--- src/rtl/irc_pkg.sv ---
package irc_pkg;
  localparam int NRST = 3;          // self-vectoring restart lines
  localparam int NSRC = NRST + 2;   // plus non-maskable and general

  // index 0 is the highest rank
  typedef enum logic [2:0] {
    SRC_NONE, SRC_NMI, SRC_RA, SRC_RB, SRC_RC, SRC_GEN
  } src_e;

  // keep only the lowest set bit (highest rank)
  function automatic logic [NSRC-1:0] pick_first(input logic [NSRC-1:0] req);
    logic [NSRC-1:0] res;
    res = '0;
    for (int i = NSRC - 1; i >= 0; i--) begin
      if (req[i]) begin
        res = '0;
        res[i] = 1'b1;
      end
    end
    return res;
  endfunction

  function automatic src_e src_of(input logic [NSRC-1:0] win);
    src_e s;
    s = SRC_NONE;
    if (win[0]) s = SRC_NMI;
    else if (win[1]) s = SRC_RA;
    else if (win[2]) s = SRC_RB;
    else if (win[3]) s = SRC_RC;
    else if (win[4]) s = SRC_GEN;
    return s;
  endfunction
endpackage

--- src/rtl/irc_edge_catch.sv ---
module irc_edge_catch (
  input  logic clk,
  input  logic rst_n,
  input  logic lvl_i,
  input  logic clr_i,
  output logic pend_o
);
  logic prev_q;
  logic hold_q;
  logic rise_w;

  assign rise_w = lvl_i & ~prev_q;

  always_ff @(posedge clk or negedge rst_n) begin
    if (!rst_n) begin
      prev_q <= 1'b0;
      hold_q <= 1'b0;
    end else begin
      prev_q <= lvl_i;
      hold_q <= (hold_q & ~clr_i) | rise_w;
    end
  end

  assign pend_o = hold_q;
endmodule

--- src/rtl/irc_ctl_regs.sv ---
module irc_ctl_regs #(
  parameter int MW       = 3,
  parameter int OP_W     = 8,
  parameter int DW       = 8,
  parameter logic [OP_W-1:0] OP_EN  = 8'hFB,
  parameter logic [OP_W-1:0] OP_DIS = 8'hF3
) (
  input  logic            clk,
  input  logic            rst_n,
  input  logic            accept_i,
  input  logic            op_vld_i,
  input  logic [OP_W-1:0] op_i,
  input  logic            mw_i,
  input  logic [DW-1:0]   md_i,
  output logic            ien_o,
  output logic [MW-1:0]   mask_o
);
  localparam int LOAD_BIT = MW;

  logic ien_q;
  logic [MW-1:0] mask_q;
  logic en_hit, dis_hit;

  assign en_hit  = op_vld_i && (op_i == OP_EN);
  assign dis_hit = op_vld_i && (op_i == OP_DIS);

  always_ff @(posedge clk or negedge rst_n) begin
    if (!rst_n) begin
      ien_q  <= 1'b0;
      mask_q <= '1;
    end else begin
      if (accept_i)     ien_q <= 1'b0;
      else if (en_hit)  ien_q <= 1'b1;
      else if (dis_hit) ien_q <= 1'b0;
      if (mw_i && md_i[LOAD_BIT]) mask_q <= md_i[MW-1:0];
    end
  end

  assign ien_o  = ien_q;
  assign mask_o = mask_q;
endmodule

--- src/rtl/irc_arbiter.sv ---
module irc_arbiter
  import irc_pkg::*;
(
  input  logic            nmi_pend_i,
  input  logic [NRST-1:0] rst_req_i,   // [NRST-1] is the highest restart
  input  logic [NRST-1:0] mask_i,
  input  logic            ien_i,
  input  logic            gen_i,
  output logic [NSRC-1:0] win_o
);
  logic [NSRC-1:0] elig_w;

  assign elig_w[0] = nmi_pend_i;
  for (genvar k = 0; k < NRST; k++) begin : g_rst
    assign elig_w[1+k] = rst_req_i[NRST-1-k] & ~mask_i[NRST-1-k] & ien_i;
  end
  assign elig_w[NSRC-1] = gen_i & ien_i;

  assign win_o = pick_first(elig_w);
endmodule

--- src/rtl/prio_irq_ctl.sv ---
module prio_irq_ctl
  import irc_pkg::*;
#(
  parameter int VW = 16,
  parameter logic [VW-1:0] VEC_NMI = 16'h0024,
  parameter logic [VW-1:0] VEC_RA  = 16'h003C,
  parameter logic [VW-1:0] VEC_RB  = 16'h0034,
  parameter logic [VW-1:0] VEC_RC  = 16'h002C
) (
  input  logic          clk,
  input  logic          rst_n,
  input  logic          nmi_i,
  input  logic          rst75_i,
  input  logic          rst65_i,
  input  logic          rst55_i,
  input  logic          gen_req_i,
  input  logic          last_clk_i,
  input  logic          op_vld_i,
  input  logic [7:0]    op_i,
  input  logic          msk_we_i,
  input  logic [7:0]    msk_d_i,
  output logic          take_o,
  output logic          ext_ack_o,
  output logic [VW-1:0] vec_o,
  output logic [7:0]    stat_o
);
  localparam int CLR_A_BIT = NRST + 1;

  logic            nmi_pend_w;
  logic            ra_pend_w;
  logic            nmi_clr_w;
  logic            ra_clr_w;
  logic            ien_w;
  logic [NRST-1:0] mask_w;
  logic [NSRC-1:0] win_w;
  logic            accept_w;
  logic [VW-1:0]   vec_sel_w;
  logic            take_q, ext_q;
  logic [VW-1:0]   vec_q;

  assign accept_w  = last_clk_i & (|win_w);
  assign nmi_clr_w = ~nmi_i | (accept_w & win_w[0]);
  assign ra_clr_w  = (msk_we_i & msk_d_i[CLR_A_BIT]) | (accept_w & win_w[1]);

  irc_edge_catch u_nmi (
    .clk(clk), .rst_n(rst_n), .lvl_i(nmi_i), .clr_i(nmi_clr_w), .pend_o(nmi_pend_w)
  );

  irc_edge_catch u_ra (
    .clk(clk), .rst_n(rst_n), .lvl_i(rst75_i), .clr_i(ra_clr_w), .pend_o(ra_pend_w)
  );

  irc_ctl_regs #(.MW(NRST), .OP_W(8), .DW(8)) u_regs (
    .clk(clk), .rst_n(rst_n), .accept_i(accept_w),
    .op_vld_i(op_vld_i), .op_i(op_i),
    .mw_i(msk_we_i), .md_i(msk_d_i),
    .ien_o(ien_w), .mask_o(mask_w)
  );

  irc_arbiter u_arb (
    .nmi_pend_i(nmi_pend_w & nmi_i),
    .rst_req_i({ra_pend_w, rst65_i, rst55_i}),
    .mask_i(mask_w),
    .ien_i(ien_w),
    .gen_i(gen_req_i),
    .win_o(win_w)
  );

  always_comb begin
    case (src_of(win_w))
      SRC_NMI: vec_sel_w = VEC_NMI;
      SRC_RA:  vec_sel_w = VEC_RA;
      SRC_RB:  vec_sel_w = VEC_RB;
      SRC_RC:  vec_sel_w = VEC_RC;
      default: vec_sel_w = '0;
    endcase
  end

  always_ff @(posedge clk or negedge rst_n) begin
    if (!rst_n) begin
      take_q <= 1'b0;
      ext_q  <= 1'b0;
      vec_q  <= '0;
    end else begin
      take_q <= accept_w;
      ext_q  <= accept_w & win_w[NSRC-1];
      vec_q  <= accept_w ? vec_sel_w : '0;
    end
  end

  assign take_o    = take_q;
  assign ext_ack_o = ext_q;
  assign vec_o     = vec_q;
  assign stat_o    = {1'b0, ra_pend_w, rst65_i, rst55_i, ien_w, mask_w};
endmodule

--- config.mk ---
export PLATFORM = sky130hd
export DESIGN_NAME = prio_irq_ctl
export DESIGN_NICKNAME = d
export VERILOG_FILES = /design/src/rtl/irc_pkg.sv /design/src/rtl/irc_edge_catch.sv /design/src/rtl/irc_ctl_regs.sv /design/src/rtl/irc_arbiter.sv /design/src/rtl/prio_irq_ctl.sv
export SDC_FILE = /design/constraint.sdc
export NUM_CORES = 1
export LEC_CHECK = 0
export ABC_AREA = 0
export BUFFER_PORTS_ARGS = -buffer_cell sky130_fd_sc_hd__buf_2
export CAP_MARGIN = 5
export CORE_MARGIN = 2
export CORE_UTILIZATION = 34
export DETAILED_ROUTE_END_ITERATION = 8
export HOLD_SLACK_MARGIN = 0.1
export PLACE_DENSITY = 0.71
export SKIP_LAST_GASP = 1
export SLEW_MARGIN = 15
export SYNTH_ARGS = -nofsm -noshare
export SYNTH_HDL_FRONTEND = slang
export SYNTH_SLANG_ARGS = --single-unit
--- constraint.sdc ---
create_clock -name clk -period 1.2 [get_ports clk]
set_input_delay 0.12 -clock clk [delete_from_list [all_inputs] [get_ports clk]]
set_output_delay 0.12 -clock clk [all_outputs]
set_load 0.01 [all_outputs]
After elaboration in Yosys (flattened, before gate mapping)
Cells that the tools add are included.

operators by class
  reduce and logical (&&, ||, !) cells = 5
  $lt $le $gt $ge = 0
  bitwise gates (word level) = 29
  divide/modulo/power cells = 0
  shifts and indexed selects = 0
  multipliers = 0
  muxes and demuxes = 15
  add/subtract/negate cells = 0
  equality and inequality tests = 6

operators by type and width
  cell                                                                   count
  5-bit 2-to-1 mux                                                       5
  6-bit one-hot mux with 4 select lines                                  1
  1-bit AND                                                              17
  8-bit equality test, second input constant                             2
  16-bit 2-to-1 mux                                                      1
  3-bit 2-to-1 mux                                                       5
  1-bit inverter                                                         8
  3-bit by 2-bit equality test with 1-bit output, second input constant  2
  5-bit OR reduction                                                     1
  1-bit bitwise OR                                                       4
  3-bit by 1-bit equality test with 1-bit output, second input constant  1
  3-bit equality test, second input constant                             1
  1-bit logical AND                                                      3
  1-bit 2-to-1 mux                                                       3
  3-bit nonzero test                                                     1

word-level totals
  memories = 0
  register bits after elaboration = 26
  logic and storage cells = 64
  output and inout bits = 26
  RAM bits = 0
  input port bits = 26
  bits in read-only memories = 0
  bits in latches = 0

Depth between registers and ports, before layout
  word-level depth = 15
  depth in mapped cells = 4

By module
From an unflattened synthesis, not the netlist that was laid out.

second synthesis, totals
  cell total of the unflattened synthesis = 74
  area total of the unflattened synthesis = 784.5 um2

modules (own cells, without submodules)
  module          cells an instance  area an instance (um2)  sequential area each (um2)  instances
  prio_irq_ctl    38                 342.8                   125.1                       1
  irc_ctl_regs    14                 216.5                   103.8                       1
  irc_edge_catch  5                  70.1                    50.0                        2
  irc_arbiter     12                 85.1                    0.0                         1

Worst setup path after synthesis
OpenSTA, ideal clock, no wires.

  path type = register to register
  start point = register u_regs.mask_q[2] (netlist: u_regs.mask_o[2])
  end point = register vec_q[3] (netlist: vec_o[3])
  arrival time = 1,098 ps
  setup slack = -18 ps
  path buffers = 0
  clock period less this slack = 1,218 ps
  stages on the path, launching flop included = 5
  path through = dfstp_2 > nor2b_4 > o21ai_2 > a41oi_2 > and3_1

on the way
  elaborated cells between the ends (all ways) = 18
  those cells by class = eq/ne: 4; mux: 9; bitwise: 4; reduce/logical: 1

RTL lines
  what                           RTL line            text
  start, declared                irc_ctl_regs.sv:21  logic [MW-1:0] mask_q;
  start signal, assigned         irc_ctl_regs.sv:35  if (mw_i && md_i[LOAD_BIT]) mask_q <= md_i[MW-1:0];
  1-bit inverter                 irc_arbiter.sv:15   assign elig_w[1+k] = rst_req_i[NRST-1-k] & ~mask_i[NRST-1-k] & ien_i;
  1-bit AND (2 in a row)         irc_arbiter.sv:15
  5-bit 2-to-1 mux (2 in a row)  irc_pkg.sv:15       if (req[i]) begin
  5-bit OR reduction             prio_irq_ctl.sv:41  assign accept_w = last_clk_i & (|win_w);
  1-bit AND                      prio_irq_ctl.sv:41
  via accept_w                   prio_irq_ctl.sv:36  logic accept_w;
  16-bit 2-to-1 mux              prio_irq_ctl.sv:87  vec_q <= accept_w ? vec_sel_w : '0;
  end signal, assigned           prio_irq_ctl.sv:87
  end, declared                  prio_irq_ctl.sv:39  logic [VW-1:0] vec_q;

The timed path passes the listed nets, and every way through them passes these cells.
A chain may end at the register's enable or synchronous reset.

Final worst setup path
  start point = register u_regs.mask_q[2] (netlist: u_regs.mask_o[2])
  end point = output stat_o[2]

RTL lines
  what           RTL line            text
  end, declared  prio_irq_ctl.sv:25  output logic [7:0] stat_o

No word-level cell between the ends.

==> impl_metrics.env <==
export IMPL_slowest_stage="dfstp_2"
export IMPL_clkTransAtPathRegs_ns=0.08
export IMPL_hold_class="input port to flop"
export IMPL_syn_inst=64
export IMPL_fin_skew_ns=0.00219
export IMPL_peakVddDrop_mv=0.417
export IMPL_routed_wl_microns=1390
export IMPL_synth_area_sq_um=674
export IMPL_hold_end="vec_o[4]"
export IMPL_yosysWarnings=0
export IMPL_drc=0
export IMPL_p_per_area_nw_per_um2=1030
export IMPL_n_fill_cell=211
export IMPL_grt_max_degree=14
export IMPL_antenna_found_initial=0
export IMPL_slowest_delay_ns=0.56
export IMPL_grt_pass1_vias=538
export IMPL_crit_chain="buf_4 -> buf_2"
export IMPL_grt_first_pass_wirelength_microns=2220
export IMPL_avgSynthCellArea_sq_um=10.5
export IMPL_htreeDepth=1
export IMPL_critPathArrivalTime_ns=1.05
export IMPL_reg2reg_slack_ns=0.04
export IMPL_place_area_sq_um=803
export IMPL_setup_viol_count_final=0
export IMPL_r2r_end="vec_o[3]"
export IMPL_root_buffer="clkbuf_4"
export IMPL_drive_gt1_frac=0.505
export IMPL_drt_iter0_drc=3
export IMPL_final_cell_mix="35 x buf_2, 13 x conb_1, 10 x dfrtp_1, 8 x nand2_1, 7 x dlygate4sd3_1"
export IMPL_cp_start_kind="flop"
export IMPL_antennaDiodeCount=0
export IMPL_endpoint_kind="output port"
export IMPL_r2r_cells=4
export IMPL_maxSlewViolCount=0
export IMPL_fmax_mhz=855
export IMPL_maxCapViolations=0
export IMPL_routabilityCongestion=0.885
export IMPL_crit_buf_inv=2
export IMPL_critPathMaxFanout=2
export IMPL_fin_crit_ns=1.17
export IMPL_r2r_start="u_regs.mask_o[2]"
export IMPL_die_w_microns=48.5
export IMPL_design_area_sq_um=922
export IMPL_ys_seq_area_frac=0.488
export IMPL_coreArea_sq_um=1920
export IMPL_die_h_microns=48.5
export IMPL_initial_core_util=0.351
export IMPL_post_drt_wl_per_cell_microns=10.4
export IMPL_use_met3=0.0340
export IMPL_cts_path_max_buffers=2
export IMPL_die_area_sq_um=2360
export IMPL_final_common_cell="buf_2"
export IMPL_rows=16
export IMPL_crit_required_ns=1.08
export IMPL_cts_tree="built"
export IMPL_cts_made_buffers=3
export IMPL_io_buffers=35
export IMPL_place_hpwl_microns=1030
export IMPL_hold_path_startpoint="last_clk_i"
export IMPL_yosysTopAreaCellShare=0.371
export IMPL_avgViaCountPerCell=4.07
export IMPL_rsz0062_at_grt="true"
export IMPL_gr_total_overflow=0
export IMPL_synth_top_area_cell="dfrtp_1"
export IMPL_ys_ff_latch=13
export IMPL_path_class="flop to output port"
export IMPL_io_pins=52
export IMPL_grt_busiest_layer="met2"
export IMPL_ys_top_cells_by_area="dfrtp_1 37%, buf_4 20%, dfstp_2 12%"
export IMPL_vias=546
export IMPL_hold_ws_ns=0.118
export IMPL_multi_input_area_sq_um=258
export IMPL_area_growth_pct=36.7
export IMPL_clock_latency_ns=0.26
export IMPL_grt_usage=0.122
export IMPL_status="complete, no violations"
export IMPL_regArea_sq_um=329
export IMPL_met1_usage=0.134
export IMPL_timing_hold_violations_final=0
export IMPL_ys_types=23
export IMPL_numClockSinks=13
export IMPL_use_met2=0.222
export IMPL_leakage_uw=0.000492
export IMPL_fin_crit_sh=0.975
export IMPL_nNetsFinal=134
export IMPL_path_delay_family="flip-flops"
export IMPL_ant_nets=0
export IMPL_worstHoldPathCells=3
export IMPL_first_pass_iters=3
kinds of logic after synthesis:
kind of cell           Yosys count  share of synthesized area
AOI/OAI and AO/OA                9                     0.0983
buffers and inverters           20                      0.212
DFF                             13                      0.488
muxes                            3                     0.0501
other                            1                    0.00556
and+or+nand+nor                 18                      0.147
power breakdown:
| part | internal, uW | switching, uW |
|---|---|---|
| Combinational | 100 | 96.0 |
| Clock | 128 | 131 |
| Sequential | 478 | 19.0 |
area by class of cell:
cell class,instances,share of cell area
timing repair buffer,45,0.290
sequential,13,0.357
multi-input combinational,43,0.280
clock buffer,4,0.0285
inverter,2,0.00814
tap,27,0.0366
stage by stage:
stage	instances	utilization	worst slack (ns)	setup TNS, ns	total power, uW
2_1_floorplan	76	-	-0.00181	-0.00181	636
4_1_cts	132	0.471	0.00472	0	954
3_5_place_dp	121	0.418	-0.0117	-0.0117	674
3_3_place_gp	121	0.418	0.0306	0	670
5_1_grt	134	0.480	-0.0189	-0.0195	1010
6_report	134	0.480	0.0298	0	952
Yosys cell counts:
cell type / count
buf_4: 18
nand3b_2: 1
o21ai_1: 1
a41oi_2: 1
conb_1: 1
nand4b_1: 1
mux2_2: 3
a31oi_1: 1
o21ai_0: 2
nand4_1: 1
nor3_1: 1
nand2_1: 9
o211ai_1: 1
nor2b_4: 1
nor2_1: 2
nor2b_1: 1
inv_1: 2
dfrtp_1: 10
o21ai_2: 1
dfstp_2: 3
a21oi_1: 1
and3_1: 1
a21boi_0: 1
registers in the layout, summed over array words and instances (netlist names):
register       flops
ext_ack_o          1
take_o             1
u_nmi.pend_o       1
u_nmi.prev_q       1
u_ra.pend_o        1
u_ra.prev_q        1
u_regs.ien_o       1
u_regs.mask_o      3
vec_o              3
worst max path at each step:
stage	from	slack [ns]	end	cells after the start
after global routing	u_regs.mask_o[2]	-0.02	vec_o[3]	4
after detailed placement	u_regs.mask_o[1]	-0.01	ext_ack_o	5
after global placement	u_regs.mask_o[1]	0.03	vec_o[3]	4
after CTS	u_regs.mask_o[1]	0.005	ext_ack_o	5
final	u_regs.mask_o[2]	0.03	stat_o[2]	2
after floorplan	u_regs.mask_o[1]	-0.002	vec_o[3]	4
layer usage:
layer | share of wire | wire [microns] | vias up
li1 | - | - | 272
met1 | 0.36 | 500 | 245
met2 | 0.54 | 750 | 29
met3 | 0.10 | 139 | 0
met4 | 0 | 0 | 0
met5 | 0 | 0 | -
worst register-to-register path, cell delays in order (launching register included):
cell and delay [ns]:
dfstp_2 0.56, nor2b_4 0.04, o21ai_2 0.16, a41oi_2 0.13, and3_1 0.17
what timing repair did:
| item | 4_1_cts | 5_1_grt |
|---|---|---|
| buffers inserted | 0 | 2 |
| resized for setup | 1 | 1 |
| hold buffers | 7 | 0 |
| pin swaps | 0 | 3 |
| hold endpoints to repair | 20 | 0 |
| endpoints found under the setup margin | 1 | 4 |
Note: power is estimated with default switching activity, not from simulation.
